### config.mk
export PLATFORM = sky130hd
export DESIGN_NAME = evc_bank
export DESIGN_NICKNAME = d
export VERILOG_FILES = /design/src/rtl/evc_pkg.sv /design/src/rtl/evc_addr_dec.sv /design/src/rtl/evc_pair.sv /design/src/rtl/evc_bank.sv
export SDC_FILE = /design/constraint.sdc
export NUM_CORES = 2
export LEC_CHECK = 0
export CAP_MARGIN = 0
export CELL_PAD_IN_SITES_DETAIL_PLACEMENT = 1
export CELL_PAD_IN_SITES_GLOBAL_PLACEMENT = 2
export CORE_MARGIN = 3
export CORE_UTILIZATION = 42
export CTS_CLUSTER_SIZE = 10
export DETAILED_ROUTE_END_ITERATION = 12
export PLACE_DENSITY_LB_ADDON = 0.08
export RECOVER_POWER = 50
export REMOVE_ABC_BUFFERS = 1
export SETUP_SLACK_MARGIN = 0.4
export SLEW_MARGIN = 20
export SYNTH_ARGS = -nofsm -noshare
export SYNTH_HDL_FRONTEND = slang
export SYNTH_HIERARCHICAL = 1
export SYNTH_SLANG_ARGS = --single-unit
### constraint.sdc
create_clock -name clk -period 4.61 [get_ports clk]
set_input_delay 0.6915 -clock clk [delete_from_list [all_inputs] [get_ports clk]]
set_output_delay 0.6915 -clock clk [all_outputs]
set_load 0.05 [all_outputs]
### src/rtl/evc_pkg.sv
package evc_pkg;
  localparam int CTL_W   = 64;
  localparam int CNT_W   = 48;
  localparam int HI_W    = 16;
  localparam int LANE_W  = 4;
  localparam int VIEW_W  = CNT_W + HI_W;
  localparam int EN_BIT  = 22;
  localparam logic [11:0] FUSE_CODE = 12'hFFF;

  function automatic logic ctl_enabled(input logic [CTL_W-1:0] c);
    return c[EN_BIT];
  endfunction

  function automatic logic [11:0] ctl_event(input logic [CTL_W-1:0] c);
    return {c[35:32], c[7:0]};
  endfunction

  function automatic logic [CNT_W-1:0] narrow_add(input logic [CNT_W-1:0] c,
                                                  input logic [LANE_W-1:0] inc);
    return c + CNT_W'(inc);
  endfunction

  function automatic logic [VIEW_W-1:0] wide_add(input logic [HI_W-1:0] hi,
                                                 input logic [CNT_W-1:0] lo,
                                                 input logic [2*LANE_W-1:0] inc);
    return {hi, lo} + VIEW_W'(inc);
  endfunction
endpackage

### src/rtl/evc_addr_dec.sv
module evc_addr_dec #(
  parameter int NCNT = 6,
  parameter int AW   = 4
) (
  input  logic [AW-1:0]   addr,
  input  logic            wr,
  output logic [NCNT-1:0] wr_ctl,
  output logic [NCNT-1:0] wr_cnt
);
  logic [AW-2:0] idx;
  logic          sel;
  assign idx = addr[AW-1:1];
  assign sel = addr[0];

  for (genvar i = 0; i < NCNT; i++) begin : g_strobe
    assign wr_ctl[i] = wr && (idx == (AW-1)'(i)) && !sel;
    assign wr_cnt[i] = wr && (idx == (AW-1)'(i)) &&  sel;
  end
endmodule

### src/rtl/evc_pair.sv
module evc_pair
  import evc_pkg::*;
(
  input  logic              clk,
  input  logic              rst_n,
  input  logic [LANE_W-1:0] lane_e,
  input  logic [LANE_W-1:0] lane_o,
  input  logic              wr_ctl_e,
  input  logic              wr_ctl_o,
  input  logic              wr_cnt_e,
  input  logic              wr_cnt_o,
  input  logic [CTL_W-1:0]  wdata,
  output logic [CTL_W-1:0]  ctl_e_rd,
  output logic [CTL_W-1:0]  ctl_o_rd,
  output logic [VIEW_W-1:0] view_e,
  output logic [VIEW_W-1:0] view_o
);
  logic [CTL_W-1:0]  ctl_e_q, ctl_o_q, ctl_e_nx, ctl_o_nx;
  logic [CNT_W-1:0]  cnt_e_q, cnt_o_q, cnt_e_nx, cnt_o_nx;
  logic              fused_q, fused_nx;

  // named internal events
  logic en_e, en_o, o_fuse_code, partner_ready;
  logic en_e_nx, partner_ready_nx, prim_rise, odd_solo;
  logic [VIEW_W-1:0] wide_sum;
  logic [CNT_W-1:0]  narrow_e, narrow_o;

  assign en_e          = ctl_enabled(ctl_e_q);
  assign en_o          = ctl_enabled(ctl_o_q);
  assign o_fuse_code   = (ctl_event(ctl_o_q) == FUSE_CODE);
  assign partner_ready = en_o && o_fuse_code;

  assign ctl_e_nx         = wr_ctl_e ? wdata : ctl_e_q;
  assign ctl_o_nx         = wr_ctl_o ? wdata : ctl_o_q;
  assign en_e_nx          = ctl_enabled(ctl_e_nx);
  assign partner_ready_nx = ctl_enabled(ctl_o_nx) && (ctl_event(ctl_o_nx) == FUSE_CODE);
  assign prim_rise        = en_e_nx && !en_e;

  always_comb begin
    if (!(en_e_nx && partner_ready_nx)) fused_nx = 1'b0;
    else if (prim_rise)                 fused_nx = partner_ready;
    else                                fused_nx = fused_q;
  end

  assign wide_sum = wide_add(cnt_o_q[HI_W-1:0], cnt_e_q, {lane_o, lane_e});
  assign narrow_e = narrow_add(cnt_e_q, lane_e);
  assign narrow_o = narrow_add(cnt_o_q, lane_o);
  assign odd_solo = en_o && !o_fuse_code && !fused_q;

  always_comb begin
    cnt_e_nx = cnt_e_q;
    cnt_o_nx = cnt_o_q;
    if (fused_q) begin
      cnt_e_nx             = wide_sum[CNT_W-1:0];
      cnt_o_nx[HI_W-1:0]   = wide_sum[VIEW_W-1:CNT_W];
    end else begin
      if (en_e)     cnt_e_nx = narrow_e;
      if (odd_solo) cnt_o_nx = narrow_o;
    end
    if (wr_cnt_e) cnt_e_nx = wdata[CNT_W-1:0];
    if (wr_cnt_o) cnt_o_nx = wdata[CNT_W-1:0];
  end

  always_ff @(posedge clk) begin
    if (!rst_n) begin
      ctl_e_q <= '0;
      ctl_o_q <= '0;
      cnt_e_q <= '0;
      cnt_o_q <= '0;
      fused_q <= 1'b0;
    end else begin
      ctl_e_q <= ctl_e_nx;
      ctl_o_q <= ctl_o_nx;
      cnt_e_q <= cnt_e_nx;
      cnt_o_q <= cnt_o_nx;
      fused_q <= fused_nx;
    end
  end

  assign ctl_e_rd = ctl_e_q;
  assign ctl_o_rd = ctl_o_q;
  assign view_e   = fused_q ? {cnt_o_q[HI_W-1:0], cnt_e_q} : {{HI_W{1'b0}}, cnt_e_q};
  assign view_o   = {{HI_W{1'b0}}, cnt_o_q};


  fuse_partner_chk: assert property (@(posedge clk) disable iff (!rst_n)
    fused_q |-> (en_e && partner_ready));

  fuse_rise_chk: assert property (@(posedge clk) disable iff (!rst_n)
    $rose(fused_q) |-> $rose(en_e));

  wide_step_chk: assert property (@(posedge clk) disable iff (!rst_n)
    (fused_q && !wr_cnt_e && !wr_cnt_o && !wr_ctl_e && !wr_ctl_o)
    |=> view_e == $past(view_e) + VIEW_W'($past({lane_o, lane_e})));

  narrow_step_chk: assert property (@(posedge clk) disable iff (!rst_n)
    (!fused_q && en_e && !wr_cnt_e) |=> cnt_e_q == $past(cnt_e_q) + CNT_W'($past(lane_e)));

  idle_hold_chk: assert property (@(posedge clk) disable iff (!rst_n)
    (!fused_q && !en_e && !wr_cnt_e) |=> $stable(cnt_e_q));

  wr_wins_chk: assert property (@(posedge clk) disable iff (!rst_n)
    wr_cnt_e |=> cnt_e_q == $past(wdata[CNT_W-1:0]));

  odd_code_idle_chk: assert property (@(posedge clk) disable iff (!rst_n)
    (!fused_q && o_fuse_code && !wr_cnt_o) |=> $stable(cnt_o_q));
endmodule

### src/rtl/evc_bank.sv
module evc_bank
  import evc_pkg::*;
#(
  parameter  int NPAIR = 3,
  localparam int NCNT  = 2 * NPAIR,
  localparam int AW    = $clog2(2 * NCNT)
) (
  input  logic                   clk,
  input  logic                   rst_n,
  input  logic [NCNT*LANE_W-1:0] lane_inc,
  input  logic [AW-1:0]          reg_addr,
  input  logic                   reg_wr,
  input  logic [CTL_W-1:0]       reg_wdata,
  output logic [CTL_W-1:0]       reg_rdata
);
  localparam int NSLOT = 1 << (AW - 1);

  logic [NCNT-1:0]   wr_ctl, wr_cnt;
  logic [CTL_W-1:0]  ctl_v [NSLOT];
  logic [VIEW_W-1:0] cnt_v [NSLOT];

  evc_addr_dec #(.NCNT(NCNT), .AW(AW)) u_dec (
    .addr(reg_addr), .wr(reg_wr), .wr_ctl(wr_ctl), .wr_cnt(wr_cnt)
  );

  for (genvar p = 0; p < NPAIR; p++) begin : g_pair
    evc_pair u_pair (
      .clk      (clk),
      .rst_n    (rst_n),
      .lane_e   (lane_inc[(2*p)*LANE_W +: LANE_W]),
      .lane_o   (lane_inc[(2*p+1)*LANE_W +: LANE_W]),
      .wr_ctl_e (wr_ctl[2*p]),
      .wr_ctl_o (wr_ctl[2*p+1]),
      .wr_cnt_e (wr_cnt[2*p]),
      .wr_cnt_o (wr_cnt[2*p+1]),
      .wdata    (reg_wdata),
      .ctl_e_rd (ctl_v[2*p]),
      .ctl_o_rd (ctl_v[2*p+1]),
      .view_e   (cnt_v[2*p]),
      .view_o   (cnt_v[2*p+1])
    );
  end

  for (genvar s = NCNT; s < NSLOT; s++) begin : g_empty
    assign ctl_v[s] = '0;
    assign cnt_v[s] = '0;
  end

  assign reg_rdata = reg_addr[0] ? cnt_v[reg_addr[AW-1:1]] : ctl_v[reg_addr[AW-1:1]];


  one_strobe_chk: assert property (@(posedge clk) disable iff (!rst_n)
    $onehot0({wr_ctl, wr_cnt}));

  strobe_needs_wr_chk: assert property (@(posedge clk) disable iff (!rst_n)
    !reg_wr |-> ({wr_ctl, wr_cnt} == '0));
endmodule

**Yosys cells after proc, flatten, opt, wreduce, memory -nomap -nowiden**

Cells that the tools add are included.

- Add/sub/neg operators: 9
- Magnitude comparators: 1
- Equal/unequal tests: 14
- Reductions and logical operators: 62
- Mux-type cells: 37
- Bitwise operators: 1

Operator list:

| cell | number |
|---|---|
| $mux W48 | 15 |
| $mux W64 | 8 |
| $bmux W64 S3 | 2 |
| $add A48 B4 Y48 | 6 |
| $add A64 B8 Y64 | 3 |
| $mux W36 | 3 |
| $mux W32 | 3 |
| $eq A12 B12 Y1 const B | 6 |
| $mux W23 | 3 |
| $mux W16 | 3 |
| $logic_and A1 B1 Y1 | 36 |
| $reduce_bool A3 Y1 | 6 |
| $reduce_and A2 Y1 | 6 |
| $logic_not A1 Y1 | 10 |
| $eq A3 B2 Y1 const B | 2 |
| $eq A3 B3 Y1 const B | 2 |
| $ne A2 B1 Y1 const B | 3 |
| $reduce_bool A2 Y1 | 3 |
| $ge A4 B4 Y1 const B | 1 |
| $not A3 Y4 | 1 |
| $eq A3 B1 Y1 const B | 1 |
| $logic_not A3 Y1 | 1 |

- Output and inout port bits: 64
- Register bits: 675
- Input bits: 95
- Word-level logic and storage cells: 148

**Longest topological paths before layout**

- Depth after elaboration: 8
- Gate-level depth with buffers: 11
- Depth with buffers taken out: 9

**By module**

The synthesis kept the hierarchy.

Modules (own cells, without submodules):

| module | times used | cells each | area each (µm²) | seq. area each (µm²) |
|---|---|---|---|---|
| evc_pair at g_pair[1].u_pair ... | 2 | 1307 | 11239.5 | 4504.3 |
| evc_pair at g_pair[0].u_pair | 1 | 1355 | 11461.0 | 4504.3 |
| evc_bank | 1 | 592 | 6203.4 | 0.0 |
| evc_addr_dec | 1 | 19 | 100.1 | 0.0 |

**Worst setup path after synthesis**

Ideal clock, no wire load.

- Path type: register -> output
- Start: register g_pair[0].u_pair.fused_q
- End: output port reg_rdata[48]
- Setup slack: 1.146 ns
- Required time: 3.919 ns
- Cell stages (with the launch flop): 9
- Arrival time: 2.773 ns
- Buffers on the path: 4
- Cell sequence: dfxtp_1 > clkbuf_1 > clkbuf_1 > clkbuf_1 > clkbuf_1 > and2_1 > mux2_2 > o22ai_1 > o31ai_1

RTL lines:

| element | line | text |
|---|---|---|
| start: declaration | evc_pair.sv:20 | `logic fused_q, fused_nx;` |
| start signal: assignment | evc_pair.sv:76 | `fused_q <= fused_nx;` |
| end: declaration | evc_bank.sv:14 | `output logic [CTL_W-1:0] reg_rdata` |

**Final worst setup path**

- Start: input port reg_addr[1]
- End: register g_pair[0].u_pair.ctl_e_q[12]

- Cells in the longest elaborated chain, start to end: 3

RTL lines:

| element | line | text |
|---|---|---|
| start: declaration | evc_bank.sv:11 | `input logic [AW-1:0] reg_addr,` |
| $logic_not A3 Y1 | evc_addr_dec.sv:16 | `assign wr_ctl[i] = wr && (idx == (AW-1)'(i)) && !sel;` |
| $logic_and A1 B1 Y1 (2 in series) | evc_addr_dec.sv:16 |  |
| named net wr_ctl[0] | evc_bank.sv:18 | `logic [NCNT-1:0] wr_ctl, wr_cnt;` |
| end signal: assignment | evc_pair.sv:72 | `ctl_e_q <= ctl_e_nx;` |
| end: declaration | evc_pair.sv:18 | `logic [CTL_W-1:0] ctl_e_q, ctl_o_q, ctl_e_nx, ctl_o_nx;` |

The timed path passes the listed nets, and every way through them passes these cells.
A chain may end at the register's enable or synchronous reset.

==> results.cfg <==
[outcome]
status = finished, violations left
violations = max-capacitance violations, max-slew violations

[sta]
setup_viol = 0
period_minus_slack_ns = 4.12
slew_viol_final = 101
fin_skew_ns = 0.0232
hold_viol_final = 0
relSlewSlack_pct = -36.8
layout_setup_ws_ns = 0.491
rsz0062_at_grt = no
fmax_mhz = 243
tightest_slew_ns = 2.05
period_share_pct = 89.4

[worst_setup_path]
slowest_stage = dlymetal6s4s_1
worstPathRequired_ns = 5.15
critPathCaptureType = register
rrSetupSlack_ns = 1.33
cp_max_fo = 33
arrival_ns = 4.66
path_class = input pin to register
rr_worst_depth = 9
critPathMaxStageDelay_ns = 1.32
path_cells = buf_8, buf_12, clkbuf_1, or3b_1, nor3_4, dlymetal6s4s_1, mux2i_1, nor2_1
regToRegEndpoint = g_pair[1].u_pair/cnt_e_q[42]$_SDFFE_PN0P_
startpoint_type = input pin
rr_startpoint = g_pair[1].u_pair/cnt_e_q[0]$_SDFFE_PN0P_

[global_route]
grt_overflow = 0
antenna_found_initial = 13
grt_pass1_vias = 36700
grt_max_degree = 180
grt_pass1_wl_um = 247000
grt_util_all_layers_pct = 32.8

[pwr]
p_leak_nw = 14.7
internal_power_w = 0.0102
total_power_w = 0.0142
power_frac_comb_pct = 11.4
p_sw_share_pct = 27.9
ir_drop_mv = 0.447
pwr-share-seq_pct = 42.9
pwr-share-clk_pct = 45.7
p_sw_w = 0.00396
powerDensity_nw_per_um2 = 310

[final_layout]
mostFrequentLayoutCell = dfxtp_1
layout-drive-gt1-share_pct = 13.7
nets = 4754
regArea_sq_um = 13500
layout_common_cells = dfxtp_1 (675), nor2_1 (626), mux2i_1 (388)
final_area_sq_um = 45800
synthToLayoutAreaGrowth_pct = 13.8
fill_cells = 10900
multi_input_area_sq_um = 24800

[floorplan]
die_y_um = 316
die_area_sq_um = 99600
initial_core_util_pct = 42.7
row_count = 112
ioPinCount = 159
die_w_um = 316
coreArea_sq_um = 94200

[synth]
synth_area_per_cell_sq_um = 8.79
yosysSeqAreaShare_pct = 33.6
synthTopCellsByArea = dfxtp_1 (34%), mux2i_1 (9.7%), mux4_2 (7.2%)
synth_top_area_share_pct = 33.6
postSynth.asyncResetShare_pct = 0
synth_cell_types = 93
synth-edff-count = 0
synth_seq_cells = 675
yosys.area.top_type = dfxtp_1
synth_area_sq_um = 40200
synth_warnings = 6
synth_ff_type = dfxtp_1
synthCells = 4580

[run]
maxCapViolCount = 5

[detailed_routing]
ant_nets = 0
wire_per_inst_um = 28.2
routed_via_density = 6.28
num_vias = 37200
first_iter_violations = 3127
totalWireLength_um = 167000
drcViolationCount = 0
dr.pass1.iters = 6

[clocking]
ctsResizeCount = 0
clock-sinks = 675
post-cts-setup-buffer-count = 0
clk_latency_ns = 0.68
htree_levels = 3
cts_buffers = 84
tritoncts = done
clockRootBuffer = clkbuf_16
clk_pin_slew_ns = 0.05
holdBufCountCts = 0
clk_path_buf_depth = 3

[placed_design]
numPortBuffers = 158
hpwl_um = 118000
place_area_sq_um = 43300
gp_congestion = 0.909
pre_cts_slack_ns = 0.605

[min_path]
min_from = g_pair[1].u_pair/ctl_e_rd[18]$_SDFFE_PN0P_
holdPathStages = 2
hold_path.class = register to register
whs_endpoint = g_pair[1].u_pair/ctl_e_rd[18]$_SDFFE_PN0P_
==> per-stage QoR <==
step | std cells | util (%) | hold WS (ns) | setup TNS [ns]
floorplan | 4246 | - | 0.455 | -804.24
global placement | 5785 | 46.0 | 0.466 | 0
detailed placement | 5785 | 46.0 | 0.478 | 0
CTS | 5918 | 48.8 | 0.493 | 0
global route | 5918 | 48.6 | 0.514 | 0
finish | 5919 | 48.6 | 0.488 | 0
==> worst max path at each step <==
stage	startpoint	to	slack, ns	cells past startpoint
after global routing	reg_addr[1]	g_pair[0].u_pair/ctl_e_rd[57]$_SDFFE_PN0P_	0.41	8
after detailed placement	lane_inc[8]	g_pair[1].u_pair/cnt_e_q[42]$_SDFFE_PN0P_	0.61	10
final	reg_addr[1]	g_pair[0].u_pair/ctl_e_rd[12]$_SDFFE_PN0P_	0.49	8
after global placement	lane_inc[8]	g_pair[1].u_pair/cnt_e_q[40]$_SDFFE_PN0P_	0.66	10
after floorplan	reg_addr[1]	g_pair[2].u_pair/ctl_e_rd[22]$_SDFF_PN0_	-3.72	4
after CTS	reg_addr[2]	reg_rdata[48]	0.92	6
==> sequential cells by signal (all words and copies together) (netlist names) <==
register and flops:
g_pair.u_pair/cnt_e_q 144, g_pair.u_pair/fused_q 3, g_pair.u_pair/cnt_o_q 144, g_pair.u_pair/ctl_o_rd 192, g_pair.u_pair/ctl_e_rd 192
==> cell usage after synthesis (all sizes together) (89+ instances only) <==
master and instances:
a21oi 225, mux2 131, xnor2 158, dfxtp 675, nand4 100, nor2 626, clkbuf 246, mux4 128
nand3 130, o31ai 89, buf 133, o21ai 286, mux2i 388, nand2 266
==> cell families after synthesis <==
kind of cell | after synthesis | share of synthesized area [%]
mux | 647 | 20.5
compound gates | 1027 | 16.5
flops | 675 | 33.6
other cells | 3 | 0.0280
buf+inv | 466 | 5.48
fa+ha+maj | 42 | 1.42
xor+xnor | 184 | 4.00
simple gates | 1536 | 18.5
==> layout make-up <==
| cell class | count | share of cell area (%) |
|---|---|---|
| diodes | 1 | 0.00546 |
| clock buffers | 123 | 5.32 |
| clock inverters | 10 | 0.440 |
| inverters | 87 | 0.735 |
| multi-input cells | 3484 | 54.1 |
| flip-flops and latches | 675 | 29.5 |
| well taps | 1254 | 3.43 |
| repair buffers | 285 | 6.50 |
==> routing by layer <==
layer,global-route usage [%],wire length [um],vias to the layer above,part of all wire (%)
li1,-,-,16900,-
met1,45.4,73700,18800,44
met4,9.72,5290,6,3.2
met3,4.53,10600,288,6.3
met2,53.2,77300,1186,46
met5,0,35,-,0.021
==> worst max-delay path: cells and delay by family <==
family / cells / cell delay, ns
buf+inv: 4 / 2.13
mux: 1 / 0.32
simple gates: 3 / 1.41
==> power groups by stage <==
stage	clock, W	sequential, W	combinational [W]
finish	0.00648	0.00609	0.00162
global placement	0	0.00621	0.00159
global route	0.00683	0.00610	0.00171
detailed placement	0	0.00622	0.00160
CTS	0.00659	0.00609	0.00161
floorplan	0	0.00615	0.000768
Note: power is estimated with default switching activity, not from simulation.
